## config.mk

```make
export PLATFORM = sky130hd
export DESIGN_NAME = bkpt_trigger_unit
export DESIGN_NICKNAME = d
export VERILOG_FILES = /design/src/rtl/bkpt_pkg.sv /design/src/rtl/bkpt_regs.sv /design/src/rtl/bkpt_match.sv /design/src/rtl/bkpt_seq.sv /design/src/rtl/bkpt_trigger_unit.sv
export SDC_FILE = /design/constraint.sdc
export NUM_CORES = 1
export LEC_CHECK = 0
export BUFFER_PORTS_ARGS = -buffer_cell sky130_fd_sc_hd__buf_2
export CAP_MARGIN = 20
export CORE_MARGIN = 2
export CORE_UTILIZATION = 50
export CTS_CLUSTER_SIZE = 24
export DETAILED_ROUTE_END_ITERATION = 6
export GPL_ROUTABILITY_DRIVEN = 1
export PLACE_DENSITY_LB_ADDON = 0.3
export RECOVER_POWER = 50
export SLEW_MARGIN = 20
export SYNTH_ARGS = -nofsm -noshare
export SYNTH_HDL_FRONTEND = slang
export SYNTH_SLANG_ARGS = --single-unit
```

## constraint.sdc

```tcl
create_clock -name clk -period 2.4 [get_ports clk]
set_input_delay 0.12 -clock clk [delete_from_list [all_inputs] [get_ports clk]]
set_output_delay 0.12 -clock clk [all_outputs]
set_load 0.02 [all_outputs]
```

## src/rtl/bkpt_pkg.sv

```systemverilog
// Shared register indices for the breakpoint trigger unit.
// Assumes the comparator registers follow the fixed ones starting at REG_PC_BASE.
package bkpt_pkg;
    localparam int REG_CTRL    = 0;
    localparam int REG_PCASID  = 1;
    localparam int REG_DATA    = 2;
    localparam int REG_DMASK   = 3;
    localparam int REG_ATTR    = 4;
    localparam int REG_PC_BASE = 5;
endpackage

```

## src/rtl/bkpt_regs.sv

```systemverilog
// Write-only breakpoint register file. It picks between the debug port and
// the supervisor CPU write path, and folds in the side effects of debug
// memory commands on the shared registers.
// Assumes IDW <= CW <= W.
module bkpt_regs
    import bkpt_pkg::*;
#(
    parameter int W    = 32,
    parameter int IDW  = 8,
    parameter int NPC  = 4,
    parameter int NRNG = 2,
    parameter int CW   = 11,
    parameter int RA_W = 4
) (
    input  logic                      clk,
    input  logic                      rst_n,
    input  logic                      dbg_wr_en,
    input  logic [RA_W-1:0]           dbg_wr_addr,
    input  logic [W-1:0]              dbg_wr_data,
    input  logic                      cpu_wr_en,
    input  logic                      cpu_wr_sup,
    input  logic [RA_W-1:0]           cpu_wr_addr,
    input  logic [W-1:0]              cpu_wr_data,
    input  logic                      mem_cmd_valid,
    input  logic                      mem_cmd_write,
    input  logic [W-1:0]              mem_cmd_addr,
    input  logic [IDW-1:0]            mem_cmd_attr,
    input  logic [W-1:0]              mem_cmd_data,
    output logic [CW-1:0]             ctrl,
    output logic [IDW-1:0]            pc_asid,
    output logic [IDW-1:0]            attr,
    output logic [W-1:0]              dval,
    output logic [W-1:0]              dmask,
    output logic [NPC-1:0][W-1:0]     pc_ref,
    output logic [NRNG-1:0][W-1:0]    rng_lo,
    output logic [NRNG-1:0][W-1:0]    rng_hi,
    output logic                      cfg_wr
);
    logic            we;
    logic [RA_W-1:0] wa;
    logic [W-1:0]    wd;

    // Pick the winning write source: the debug port first, then a supervisor CPU write.
    always_comb begin
        we = dbg_wr_en | (cpu_wr_en & cpu_wr_sup);
        wa = dbg_wr_en ? dbg_wr_addr : cpu_wr_addr;
        wd = dbg_wr_en ? dbg_wr_data : cpu_wr_data;
    end

    assign cfg_wr = we && (wa == RA_W'(REG_CTRL));

    // Registers that are not shared with memory commands.
    always_ff @(posedge clk) begin
        if (!rst_n) begin
            ctrl    <= '0;
            pc_asid <= '0;
            dmask   <= '0;
        end else if (we) begin
            if (wa == RA_W'(REG_CTRL))   ctrl    <= wd[CW-1:0];
            if (wa == RA_W'(REG_PCASID)) pc_asid <= wd[IDW-1:0];
            if (wa == RA_W'(REG_DMASK))  dmask   <= wd;
        end
    end

    // Shared registers: a memory command overwrites them ahead of a register write.
    always_ff @(posedge clk) begin
        if (!rst_n) begin
            attr <= '0;
            dval <= '0;
        end else begin
            if (mem_cmd_valid)                      attr <= mem_cmd_attr;
            else if (we && wa == RA_W'(REG_ATTR))   attr <= wd[IDW-1:0];
            if (mem_cmd_valid && mem_cmd_write)     dval <= mem_cmd_data;
            else if (we && wa == RA_W'(REG_DATA))   dval <= wd;
        end
    end

    for (genvar i = 0; i < NPC; i++) begin : g_pc
        localparam logic [RA_W-1:0] IDX = RA_W'(REG_PC_BASE + i);
        // Program-counter comparator value i.
        always_ff @(posedge clk) begin
            if (!rst_n)                pc_ref[i] <= '0;
            else if (we && wa == IDX)  pc_ref[i] <= wd;
        end
    end

    for (genvar r = 0; r < NRNG; r++) begin : g_rng
        localparam logic [RA_W-1:0] LO_IDX = RA_W'(REG_PC_BASE + NPC + 2*r);
        localparam logic [RA_W-1:0] HI_IDX = RA_W'(REG_PC_BASE + NPC + 2*r + 1);
        // Low bound of range r.
        always_ff @(posedge clk) begin
            if (!rst_n)                    rng_lo[r] <= '0;
            else if (we && wa == LO_IDX)   rng_lo[r] <= wd;
        end
        if (r == 0) begin : g_shared
            // The range 0 high bound doubles as the memory command address.
            always_ff @(posedge clk) begin
                if (!rst_n)                    rng_hi[r] <= '0;
                else if (mem_cmd_valid)        rng_hi[r] <= mem_cmd_addr;
                else if (we && wa == HI_IDX)   rng_hi[r] <= wd;
            end
        end else begin : g_private
            // High bound of range r.
            always_ff @(posedge clk) begin
                if (!rst_n)                    rng_hi[r] <= '0;
                else if (we && wa == HI_IDX)   rng_hi[r] <= wd;
            end
        end
    end
endmodule

```

## src/rtl/bkpt_match.sv

```systemverilog
// Combinational comparators: NPC program-counter equality matches and NRNG
// inclusive operand-address ranges, with optional data and ASID qualification.
// Assumes the inputs are stable within the cycle in which the valid flag is high.
module bkpt_match #(
    parameter int W    = 32,
    parameter int IDW  = 8,
    parameter int NPC  = 4,
    parameter int NRNG = 2
) (
    input  logic                      pc_valid,
    input  logic [W-1:0]              pc_addr,
    input  logic                      opd_valid,
    input  logic [W-1:0]              opd_addr,
    input  logic [W-1:0]              opd_data,
    input  logic [IDW-1:0]            cur_asid,
    input  logic [NPC-1:0]            pc_en,
    input  logic [NRNG-1:0]           rng_en,
    input  logic [NRNG-1:0]           rng_dq,
    input  logic                      pc_asid_en,
    input  logic                      opd_asid_en,
    input  logic [IDW-1:0]            pc_asid,
    input  logic [IDW-1:0]            attr,
    input  logic [W-1:0]              dval,
    input  logic [W-1:0]              dmask,
    input  logic [NPC-1:0][W-1:0]     pc_ref,
    input  logic [NRNG-1:0][W-1:0]    rng_lo,
    input  logic [NRNG-1:0][W-1:0]    rng_hi,
    output logic [NPC-1:0]            pc_hit,
    output logic [NRNG-1:0]           rng_hit
);
    logic pc_id_ok, opd_id_ok, data_ok;

    // Shared qualifiers: the ASID checks and the masked data compare.
    always_comb begin
        pc_id_ok  = !pc_asid_en  || (cur_asid == pc_asid);
        opd_id_ok = !opd_asid_en || (cur_asid == attr);
        data_ok   = ((opd_data ^ dval) & ~dmask) == '0;
    end

    for (genvar i = 0; i < NPC; i++) begin : g_pc
        assign pc_hit[i] = pc_en[i] && pc_valid && pc_id_ok && (pc_addr == pc_ref[i]);
    end

    for (genvar r = 0; r < NRNG; r++) begin : g_rng
        assign rng_hit[r] = rng_en[r] && opd_valid && opd_id_ok
                          && (opd_addr >= rng_lo[r]) && (opd_addr <= rng_hi[r])
                          && (!rng_dq[r] || data_ok);
    end
endmodule

```

## src/rtl/bkpt_seq.sv

```systemverilog
// Trigger sequencer: fires on any hit in single-level mode. In two-level mode
// a program-counter hit arms it and a range hit fires it. It also holds the
// status word.
// Assumes the mode changes only through a control write, which clears all state.
module bkpt_seq #(
    parameter int NPC  = 4,
    parameter int NRNG = 2,
    parameter int SW   = 3 + NPC + NRNG
) (
    input  logic            clk,
    input  logic            rst_n,
    input  logic            cfg_wr,
    input  logic            two_lvl,
    input  logic [NPC-1:0]  pc_hit,
    input  logic [NRNG-1:0] rng_hit,
    output logic            trig,
    output logic [SW-1:0]   status
);
    logic                 fired, armed, lvl;
    logic [NPC+NRNG-1:0]  cause;

    // Advance the arm/fire state and record the cause of each trigger.
    always_ff @(posedge clk) begin
        if (!rst_n || cfg_wr) begin
            trig  <= 1'b0;
            fired <= 1'b0;
            armed <= 1'b0;
            lvl   <= 1'b0;
            cause <= '0;
        end else begin
            trig <= 1'b0;
            if (!two_lvl) begin
                if (|{rng_hit, pc_hit}) begin
                    trig  <= 1'b1;
                    fired <= 1'b1;
                    lvl   <= 1'b0;
                    cause <= {rng_hit, pc_hit};
                end
            end else if (armed && |rng_hit) begin
                trig  <= 1'b1;
                fired <= 1'b1;
                lvl   <= 1'b1;
                armed <= 1'b0;
                cause <= {rng_hit, {NPC{1'b0}}};
            end else if (|pc_hit) begin
                armed <= 1'b1;
            end
        end
    end

    assign status = {cause, lvl, armed, fired};
endmodule

```

## src/rtl/bkpt_trigger_unit.sv

```systemverilog
// Top of the breakpoint trigger unit: register file, comparators and sequencer.
// Assumes one program-counter event and one operand event at most per cycle.
module bkpt_trigger_unit #(
    parameter int W    = 32,
    parameter int IDW  = 8,
    parameter int NPC  = 4,
    parameter int NRNG = 2,
    parameter int RA_W = $clog2(5 + NPC + 2*NRNG),
    parameter int SW   = 3 + NPC + NRNG
) (
    input  logic            clk,
    input  logic            rst_n,
    input  logic            dbg_wr_en,
    input  logic [RA_W-1:0] dbg_wr_addr,
    input  logic [W-1:0]    dbg_wr_data,
    input  logic            cpu_wr_en,
    input  logic            cpu_wr_sup,
    input  logic [RA_W-1:0] cpu_wr_addr,
    input  logic [W-1:0]    cpu_wr_data,
    input  logic            mem_cmd_valid,
    input  logic            mem_cmd_write,
    input  logic [W-1:0]    mem_cmd_addr,
    input  logic [IDW-1:0]  mem_cmd_attr,
    input  logic [W-1:0]    mem_cmd_data,
    input  logic            pc_valid,
    input  logic [W-1:0]    pc_addr,
    input  logic [IDW-1:0]  cur_asid,
    input  logic            opd_valid,
    input  logic [W-1:0]    opd_addr,
    input  logic [W-1:0]    opd_data,
    output logic            trig,
    output logic [SW-1:0]   status
);
    localparam int CW = NPC + 2*NRNG + 3;

    logic [CW-1:0]          ctrl;
    logic [IDW-1:0]         pc_asid, attr;
    logic [W-1:0]           dval, dmask;
    logic [NPC-1:0][W-1:0]  pc_ref;
    logic [NRNG-1:0][W-1:0] rng_lo, rng_hi;
    logic                   cfg_wr;
    logic [NPC-1:0]         pc_hit;
    logic [NRNG-1:0]        rng_hit;

    bkpt_regs #(.W(W), .IDW(IDW), .NPC(NPC), .NRNG(NRNG), .CW(CW), .RA_W(RA_W)) u_regs (
        .clk(clk), .rst_n(rst_n),
        .dbg_wr_en(dbg_wr_en), .dbg_wr_addr(dbg_wr_addr), .dbg_wr_data(dbg_wr_data),
        .cpu_wr_en(cpu_wr_en), .cpu_wr_sup(cpu_wr_sup),
        .cpu_wr_addr(cpu_wr_addr), .cpu_wr_data(cpu_wr_data),
        .mem_cmd_valid(mem_cmd_valid), .mem_cmd_write(mem_cmd_write),
        .mem_cmd_addr(mem_cmd_addr), .mem_cmd_attr(mem_cmd_attr), .mem_cmd_data(mem_cmd_data),
        .ctrl(ctrl), .pc_asid(pc_asid), .attr(attr), .dval(dval), .dmask(dmask),
        .pc_ref(pc_ref), .rng_lo(rng_lo), .rng_hi(rng_hi), .cfg_wr(cfg_wr)
    );

    bkpt_match #(.W(W), .IDW(IDW), .NPC(NPC), .NRNG(NRNG)) u_match (
        .pc_valid(pc_valid), .pc_addr(pc_addr),
        .opd_valid(opd_valid), .opd_addr(opd_addr), .opd_data(opd_data),
        .cur_asid(cur_asid),
        .pc_en(ctrl[NPC-1:0]),
        .rng_en(ctrl[NPC+NRNG-1:NPC]),
        .rng_dq(ctrl[NPC+2*NRNG-1:NPC+NRNG]),
        .pc_asid_en(ctrl[NPC+2*NRNG]),
        .opd_asid_en(ctrl[NPC+2*NRNG+1]),
        .pc_asid(pc_asid), .attr(attr), .dval(dval), .dmask(dmask),
        .pc_ref(pc_ref), .rng_lo(rng_lo), .rng_hi(rng_hi),
        .pc_hit(pc_hit), .rng_hit(rng_hit)
    );

    bkpt_seq #(.NPC(NPC), .NRNG(NRNG), .SW(SW)) u_seq (
        .clk(clk), .rst_n(rst_n), .cfg_wr(cfg_wr),
        .two_lvl(ctrl[NPC+2*NRNG+2]),
        .pc_hit(pc_hit), .rng_hit(rng_hit),
        .trig(trig), .status(status)
    );
endmodule

```

* After elaboration in Yosys (flattened, before gate mapping)
Cells that the tools add are included.
** Word-level totals
- Bits of input ports :: 257
- Word-level logic and storage cells :: 127
- Output and inout port bits :: 10
- Flip-flop bits (word level) :: 357
** Cells by class
- Bitwise logic cells :: 5
- $lt $le $gt $ge :: 4
- Equality and inequality tests :: 19
- Muxes and demuxes :: 21
- Reductions and logical operators :: 60
** Operator list (count)
- two-way mux 32 bit :: 5
- equality test 32 bit :: 4
- >= comparator 32 bit :: 2
- less-or-equal comparator 32 bit :: 2
- logical AND 1 bit :: 35
- AND 32 bit :: 1
- zero test 32 bit :: 1
- NOT 32 bit :: 1
- bitwise XOR 32 bit :: 1
- equality test 4 bit (second input constant) :: 5
- two-way mux 6 bit :: 3
- equality test 4 x 3 -> 1 bit (second input constant) :: 4
- equality test 8 bit :: 2
- two-way mux 8 bit :: 2
- two-way mux 1 bit :: 10
- AND reduction 2 bit :: 5
- nonzero test 2 bit :: 5
- equality test 4 x 2 -> 1 bit (second input constant) :: 2
- OR reduction 6 bit :: 1
- zero test 1 bit :: 5
- logical OR 1 bit :: 5
- equality test 4 x 1 -> 1 bit (second input constant) :: 1
- zero test 4 bit :: 1
- two-way mux 4 bit :: 1
- other kinds (5) :: 5

* Logic depth before layout (Yosys ltp)
Gate-level depths: netlist of the first run.
- Word-level depth :: 10
- Depth in mapped cells :: 11
- Mapped depth without buffers :: 11

* By module
A second synthesis of the first run with hierarchy kept.
** Unflattened totals
- Cells, all modules :: 2140
- Area, all modules :: 19695.1 µm²
** Modules (own cells, without submodules)
- bkpt_regs :: cells an instance 1377, sequential area each 6946.7 µm², times used 1, area an instance 13988.4 µm²
- bkpt_match :: cells an instance 707, sequential area each 0.0 µm², times used 1, area an instance 5216.3 µm²
- bkpt_seq :: cells an instance 56, sequential area each 200.2 µm², times used 1, area an instance 490.5 µm²

* Least setup slack after synthesis of the first run
No wires, ideal clock.
- Path type :: flip-flop to flip-flop
- Start :: register u_regs.rng_hi[29] (netlist name)
- End :: register u_seq.cause[0]
- Data arrival time :: 2.340 ns
- Path slack :: -0.055 ns
- Path buffers :: 0
- Library setup time :: 0.115 ns
- Stages on the path, launching flop included :: 11
- Data required time :: 2.285 ns
- Period minus slack after synthesis :: 2.455 ns
- Cells stage by stage :: dfxtp_1 inv_1 ha_1 nand4_2 or4_4 nand2b_4 a32oi_2 nand4b_4 a31oi_4 nor3b_1 o21a_1
** Between the ends
- Cells in the longest elaborated chain, start to end :: 7
- Elaborated cells between the ends (all ways) :: 9
- Those cells by class :: order compare (1); eq/ne (1); reduce/logical (7)
** RTL lines
- start: declaration :: line bkpt_regs.sv:36 : output logic [NRNG-1:0][W-1:0] rng_hi,
- start signal: indexed assignment :: line bkpt_regs.sv:99 : else if (mem_cmd_valid) rng_hi[r] <= mem_cmd_addr;
- start signal: indexed assignment :: line bkpt_regs.sv:100 : else if (we && wa == HI_IDX) rng_hi[r] <= wd;
- less-or-equal comparator 32 bit * :: line bkpt_match.sv:46 : && (opd_addr >= rng_lo[r]) && (opd_addr <= rng_hi[r])
- logical AND 1 bit * :: line bkpt_match.sv:46
- logical AND 1 bit * :: line bkpt_match.sv:47 : && (!rng_dq[r] || data_ok);
- OR reduction 2 bit :: line bkpt_seq.sv:39 : end else if (armed && |rng_hit) begin
- logical AND 1 bit :: line bkpt_seq.sv:39
- != test 2 x 1 -> 1 bit (no source line)
- AND reduction 2 bit (no source line) *
- end signal: assignment :: line bkpt_seq.sv:37 : cause <= {rng_hit, pc_hit};
- end signal: assignment :: line bkpt_seq.sv:44 : cause <= {rng_hit, {NPC{1'b0}}};
- end: declaration :: line bkpt_seq.sv:20 : logic [NPC+NRNG-1:0] cause;
Every way passes the cells marked *; elsewhere a longest branch is shown, timed or not.
A chain may end at the register's enable or synchronous reset.

* Final worst setup path of the first run
- Start :: register u_regs.rng_hi[3] (netlist name)
- End :: register u_seq.cause[0]
The elaborated chain is that of the path after synthesis.

==> run summary, run 1 <==
Synthesis inferred 357 register bits. The region available for standard cell placement spans 37,700 sq um. In this run the clock root is driven by a clkbuf_16.

The detailed-route wire length came out at 63,300 microns. The run gives 0.313 as the overall track demand over capacity in global routing. The clock arrives with 19.7 ps of skew. Floorplan row count: 71.

Final hold analysis gives a worst-case slack of 41.8 ps. The synthesized design contains 0 enable-type register cells. The run gives 6 as the number of detailed-route iterations in the first pass. The transition time at the pin with the least slew margin is 1080 ps, and the number of remaining DRC errors is 0. Post-synthesis average cell area: 8.96 sq um. The final count of hold timing violations was 0; the number of sinks on the clock net was 357. TritonCTS built the clock tree. The number of nets still failing antenna checks after routing was 0. The logs give 0 for the count of pins over their slew limit and 11 for the setup violation total in the final timing report. The relative max-transition margin was 0.278; the number of buffers added by the clock tree synthesis step was 41. Fraction of layout cells with a size suffix above 1: 0.225. The min-delay analysis places its worst path in the category input pin to flip-flop.

Synthesis produced 2,139 cells. The run gives 0.885 as the final weighted congestion in routability-driven placement. The detailed-route vias per instance came out at 5.76. After detailed placement, the design holds a cell count of 2,943. The tools report the clock tree buffer depth as 3. The effective utilization at floorplan was 0.509. The clock period minus worst slack was 2660 ps. At the end of the flow, the number of nets in the layout was 2,944. The ratio of final minimum period to clock period is 1.11. The final reports fail on setup timing. Prior to clock tree synthesis, the placed netlist has a worst setup slack of -435 ps. Relative to the synthesized area, the layout overhead comes to 28.2%. The later pin in the worst-skew pair is clocked with a latency of 540 ps. Setup repair after global routing could not meet its margin everywhere. The count of different cell masters after synthesis is 60. Across all layers, the routed design uses 17,900 vias. The power density over cell area was 599 nW/um^2. The detailed-route wire length per cell is 20.4 microns. Cell leakage power: 12.8 nW. The logs give -263 ps for the least setup slack across all paths after layout and 0 for the number of max-cap violations.

STA puts the critical path data required time at 2820 ps. Static timing analysis puts the maximum clock frequency at 375 MHz. The largest net degree at the start of global routing was 97; the via count of the first global-routing pass was 18,100. Excluding fillers, the count of instances in the completed layout stands at 3,097. Hold path startpoint: rst_n. The width of the die is 200 microns, and the number of I/O pins is 267. The count of port buffers added during placement came out at 266. Most common flop cell mapped by yosys: dfxtp_1. The most critical setup path has its startpoint at u_regs.rng_hi[3]$_SDFFE_PN0P_. The floorplan step defined a die boundary enclosing 39,900 sq um.

Count of warnings emitted by yosys: 0. The critical path in this run is classified as flip-flop to flip-flop. The post-synthesis async set-or-reset flop share is 0, and the number of violations reported at the end of detailed-routing iteration 0 is 1,111.

In this run the number of H-tree levels came out at 2. Counting every net in the synthesized netlist gives 2,524. For the number of antenna violations at the first check in global routing, the log shows 4. The floorplan step set the die height to 200 microns. The cell count of the worst hold path was 2; the arrival time of data at the critical path endpoint was 3090 ps. STA classifies the critical path startpoint as a flip-flop.

The top fanout value on the critical path was 5; the portion of the post-synthesis area used by sequential elements was 0.373. Residual overflow from global routing: 0. The flow ran to the end, but the final reports show violations.

The estimated wirelength of the detail-placed design is 43,500 microns, and the cell area after synthesis is 19,200 sq um. After clock tree synthesis, the clock-pin slew on the worst setup and hold paths is 60 ps. The first global-routing pass estimated 96,700 microns of wire. The tools report the critical register-to-register path startpoint as u_regs.rng_hi[3]$_SDFFE_PN0P_. VDD sags by at most 0.000606 V. STA classifies the critical path endpoint as a flip-flop.

The number of cells on the worst reg-to-reg path is 12.
[cell type report]
class / count / area [sq um]
Clock inverter: 10 / 91.3
Fill cell: 3103 / 13100
Clock buffer: 57 / 1170
Timing Repair Buffer: 522 / 3510
Tap cell: 511 / 639
Antenna cell: 3 / 7.51
Multi-Input combinational cell: 1506 / 11500
Inverter: 131 / 492
Sequential cell: 357 / 7180
[cells by family (layout without fill, tap and decap cells)]
group           Yosys count  after routing  share of synthesized area
compound gates          560            561                      0.241
simple gates            609            609                      0.149
buf+inv                 277            720                     0.0565
mux                      33             33                     0.0172
flops                   357            357                      0.373
xor+xnor                175            175                     0.0800
other cells               0              3                          0
fa+ha+maj               128            128                     0.0836
[worst max-delay path, cell delays in order, from the launching register on]
cell and delay [ps]:
dfxtp_1 340, inv_1 70, ha_4 270, nand4_1 230
nor4_4 350, buf_4 190, nand2b_4 80, o31ai_4 60
nand4_1 120, nand4b_4 280, a31oi_4 320, nor3b_2 80
o21a_1 170
[stage by stage]
step	total power, mW	util	cell area [sq um]	TNS [ps]
finish	14.7	0.652	24600	-2300
global route	15.2	0.652	24600	-3550
CTS	14.7	0.646	24300	-1930
detailed placement	8.65	0.588	22200	-3740
global placement	8.57	0.588	22200	-2950
floorplan	7.59	-	19200	-179
[sequential cells by signal, indices dropped and copies added, names as in the netlist]
register,cells
u_regs.pc_ref,128
u_seq.fired,1
u_regs.attr,8
u_regs.dval,32
u_regs.ctrl,11
u_seq.lvl,1
u_seq.armed,1
u_seq.trig,1
u_regs.dmask,32
u_regs.rng_hi,64
u_seq.cause,6
u_regs.rng_lo,64
u_regs.pc_asid,8
[where the power goes]
group / leakage (nW) / switching (mW) / internal, mW
clock: 0.616 / 2.51 / 3.48
sequential: 2.91 / 0.132 / 6.14
combinational: 9.27 / 1.38 / 1.07
total: 12.8 / 4.02 / 10.7
[synth_stat cells, drive strengths merged, types with 18 or more instances]
library cell / n / area [sq um]
nand4: 47 / 300
inv: 131 / 492
xnor2: 102 / 893
ha: 128 / 1600
nor2b: 76 / 475
mux2i: 33 / 330
clkbuf: 114 / 428
xor2: 73 / 639
nor2: 100 / 385
buf: 32 / 164
nand2: 303 / 1140
dfxtp: 357 / 7150
a21oi: 119 / 607
nand3: 18 / 90.1
o211a: 276 / 2760
nor4: 30 / 209
a211oi: 79 / 593
[cells in the final DEF (no fill, tap or decap), types with 41 or more instances in the layout]
cell type,n
buf_4,135
nor2b_1,76
dfxtp_1,331
a211oi_1,76
ha_1,108
xor2_1,73
clkbuf_16,41
inv_1,127
o211a_1,276
a21oi_1,117
nor2_1,91
dlygate4sd3_1,72
buf_2,254
xnor2_1,102
nand2_1,303
nand4_1,46
[routing by layer]
metal	wire (microns)	part of all wire	global-route usage
met4	3080	0.049	0.161
met2	30400	0.48	0.547
met3	4160	0.066	0.0497
met1	25600	0.40	0.372
met5	11	0.00017	0
[path summary, 6_finish.rpt]
kind	end	slack (ps)
setup / recovery	u_seq.cause[0]$_SDFFE_PP0P_	-260
hold reg to reg	u_seq.lvl$_SDFFE_PP0P_	460
hold / removal	u_regs.pc_ref[30]$_SDFFE_PN0P_	40
setup reg to reg	u_seq.cause[0]$_SDFFE_PP0P_	-260
[repair_timing]
item                                    4_1_cts  5_1_grt
cloned                                        1        0
setup buffers                                 5        8
pin swaps                                    22       33
resized for setup                            26       50
hold buffers                                 72        0
endpoints found under the hold margin        72        0
endpoints found under the setup margin       10       10
(Power assumes the default switching activity.)
==> inputs of run 2 (changes only) <==
--- a/config.mk
+++ b/config.mk
@@ -12,7 +12,7 @@
 export CTS_CLUSTER_SIZE = 24
 export DETAILED_ROUTE_END_ITERATION = 6
 export GPL_ROUTABILITY_DRIVEN = 1
-export PLACE_DENSITY_LB_ADDON = 0.3
+export PLACE_DENSITY = 0.76
 export RECOVER_POWER = 50
 export SLEW_MARGIN = 20
 export SYNTH_ARGS = -nofsm -noshare
==> run 2 against run 1 <==
Against the previous run: core utilization is 0.34 points higher; sequential power hardly changed; cell area is 0.52% higher; register-to-register slack better by 40 ps; clock-buffer cell count is 2 lower; sequential share of layout area is 0.14 points lower; the run still ends with setup timing left.
==> run summary, run 2 (synthesized netlist as in run 1, its figures left out) <==
Number of I/O pins: 267. The overall track demand over capacity in global routing is 0.318, and the number of flip-flops in the largest register is 128. The clock period minus worst slack came out at 2630 ps. TritonCTS built the clock tree. The required time at the worst-slack endpoint was 2840 ps; the final count of hold timing violations was 0. The fraction of layout cells with a size suffix above 1 was 0.230.

Derived from the worst setup path, the maximum achievable clock frequency is 381 MHz. Setup violations remaining at the end of the flow were counted as 35. At the pin with the least slew margin, the transition time is 1350 ps. The switching component of the power was 4.05 mW; the detailed-route wire length per cell was 20.8 microns. For this block, the initial DRC count from the detailed router was 1,521.

In the layout the commonest cells are dfxtp_1 (328), nand2_1 (302), o211a_1 (276), buf_2 (254), buf_4 (141). In the routed layout, each cell is associated on average with a via count of 5.88. The routed design uses 4870 microns of met3 wire. The number of H-tree levels was 2; the number of remaining DRC errors was 0. Class of the most critical hold timing path: input pin to flip-flop.

The count of buffers added on input and output ports is 266. Clock tree synthesis inserted a total of 39 buffers. The die height was 200 microns; the number of vias after detailed routing was 18,200. Entering global routing, the biggest net connects 209 pins.

By startpoint and endpoint, the worst setup path is classified as flip-flop to flip-flop. Setup repair after global routing could not meet its margin everywhere. The clock passes through at most 3 buffers.

The insertion delay to the later sink of the worst-skew pair was 550 ps. The tree is rooted in a clkbuf_16. The first global-routing pass estimated 97,700 microns of wire. For the via count of the first global-routing pass, the log shows 17,900. The largest registers in the layout are u_regs.pc_ref x128, u_regs.rng_hi x64, u_regs.rng_lo x64. The relative max-transition margin came out at 0.102. The run finished, with violations left. Commonest non-fill, non-tap cell in the layout: dfxtp_1. For the combinational share of power, the log shows 0.166. For the estimated wirelength of the detail-placed design, the log shows 43,600 microns. On the final layout, the worst clock skew is 21.7 ps.

The tool flagged a number of max-cap violations equal to 0. The floorplan row count was 71; the floorplan die area was 39,900 sq um. The number of antenna violations at the first check in global routing was 3. The largest register by flop count was u_regs.pc_ref. For the worst setup path, the data arrival time is 3070 ps. The run gives 0.000456 V as the maximum ir drop on the vdd rail. After the flow finishes, the layout carries non-filler instances totaling 3,102. The width of the die came out at 200 microns. The analysis attributes to cell leakage a power of 12.9 nW.

The run gives 2,946 as the count of nets after finishing. The power density over cell area came out at 607 nW/um^2. The first TritonRoute pass finished after 7 iterations. The tools report the effective utilization at floorplan as 0.509. The total negative slack for setup checks was -3670 ps. Count of filler cells inserted in the layout: 2,977. The run gives 0.418 as the sequential cell fraction of total power. The run gives -226 ps as the least setup slack across all paths after layout. The worst setup path is launched from a flip-flop. After detailed routing, no signal wire sits above met4.

The logs give 0 for the count of pins over their slew limit and 25,600 microns for the met1 layer wirelength in the final routing. The final reports fail on setup timing. The routed design has 64,500 microns of wire. Along the worst path, the maximum fanout reaches 7.

After routing the design area is 24,700 sq um. Wire segments on met2 add up to 30,600 microns in the final route. The number of placed cells counting well taps came out at 2,932.

The switching share of power was 0.270; the internal power was 10.9 mW. The congestion estimate from routability-driven global placement came to 0.915. The ratio of final minimum period to clock period was 1.09.

The post-detailed-placement cell area was 22,100 sq um. Kind of end point of the critical path: a flip-flop. The region available for standard cell placement spans 37,700 sq um.

The share of power burned in the clock network is 0.416. Counting every sink on the clock net gives 357. From synthesis to final layout, the design area changed by 28.9%.

Summed over all layers, the global routing overflow is 0. Clock-pin slew was measured on the worst setup and hold paths at 60 ps. The number of nets still failing antenna checks after routing came out at 0.

The tools report the post-placement worst setup slack as -426 ps.
-- run 2: cell count changes in the layout (fill, tap and decap cells not counted), sizes merged, moves of 2 or more --
cell / before / now
dlygate4sd3: 72 / 88
clkbuf: 101 / 86
clkinv: 4 / 7
bufinv: 1 / 3
-- run 2: critical path, cell delays in order, from the launching register on --
cell and delay (ps):
dfxtp_2 340, inv_2 40, ha_4 260, nand4_1 160, nor4_2 340, nand3_1 170, buf_6 160, o31a_1 120
a31oi_4 180, nand3b_4 160, a21oi_4 340, nor3b_2 90, o21a_1 180
-- run 2: layer usage --
layer / vias to the layer above / global-route usage
met4: 0 / 0.158
li1: 8409 / -
met2: 829 / 0.551
met5: - / 0
met1: 8805 / 0.390
met3: 190 / 0.0428
-- run 2: per-stage QoR --
stage / util / total power, mW / hold slack [ps]
after floorplan: - / 7.59 / 283
after global placement: 0.587 / 8.58 / 369
after detailed placement: 0.587 / 8.65 / 379
after CTS: 0.656 / 15.0 / 114
after global routing: 0.656 / 15.5 / 154
final: 0.656 / 15.0 / 132
-- run 2: power by group through the flow --
| stage | logic [mW] | clock network [mW] | registers (mW) |
|---|---|---|---|
| after floorplan | 1.23 | 0 | 6.36 |
| after global placement | 2.20 | 0 | 6.38 |
| after detailed placement | 2.26 | 0 | 6.39 |
| after CTS | 2.44 | 6.29 | 6.26 |
| after global routing | 2.67 | 6.55 | 6.29 |
| final | 2.49 | 6.24 | 6.27 |
-- run 2: area by class of cell --
cell class | instances | area, sq um | share of cell area
tap | 511 | 639 | 0.0259
antenna | 3 | 7.51 | 0.000304
inverter | 131 | 492 | 0.0199
multi-input combinational | 1506 | 11500 | 0.467
clock inverter | 13 | 161 | 0.00654
timing repair buffer | 526 | 3520 | 0.143
clock buffer | 55 | 1170 | 0.0473
sequential | 357 | 7180 | 0.291
-- run 2: repair_timing --
action | CTS | global route
setup buffers | 7 | 4
gates resized for setup | 52 | 42
hold buffers | 88 | 0
pin swaps | 27 | 21
setup endpoints to repair | 10 | 10
gates cloned | 1 | 0
hold endpoints to repair | 72 | 0
-- run 2: worst paths after layout --
check                                  from  slack (ps)  cells past startpoint                       endpoint
max          u_regs.rng_hi[50]$_SDFFE_PN0P_        -230                     12    u_seq.cause[2]$_SDFFE_PP0P_
min                         dbg_wr_data[29]         130                      5  u_regs.dmask[29]$_SDFFE_PN0P_
max reg2reg  u_regs.rng_hi[50]$_SDFFE_PN0P_        -230                     12    u_seq.cause[2]$_SDFFE_PP0P_
min reg2reg          u_seq.lvl$_SDFFE_PP0P_         460                      2         u_seq.lvl$_SDFFE_PP0P_
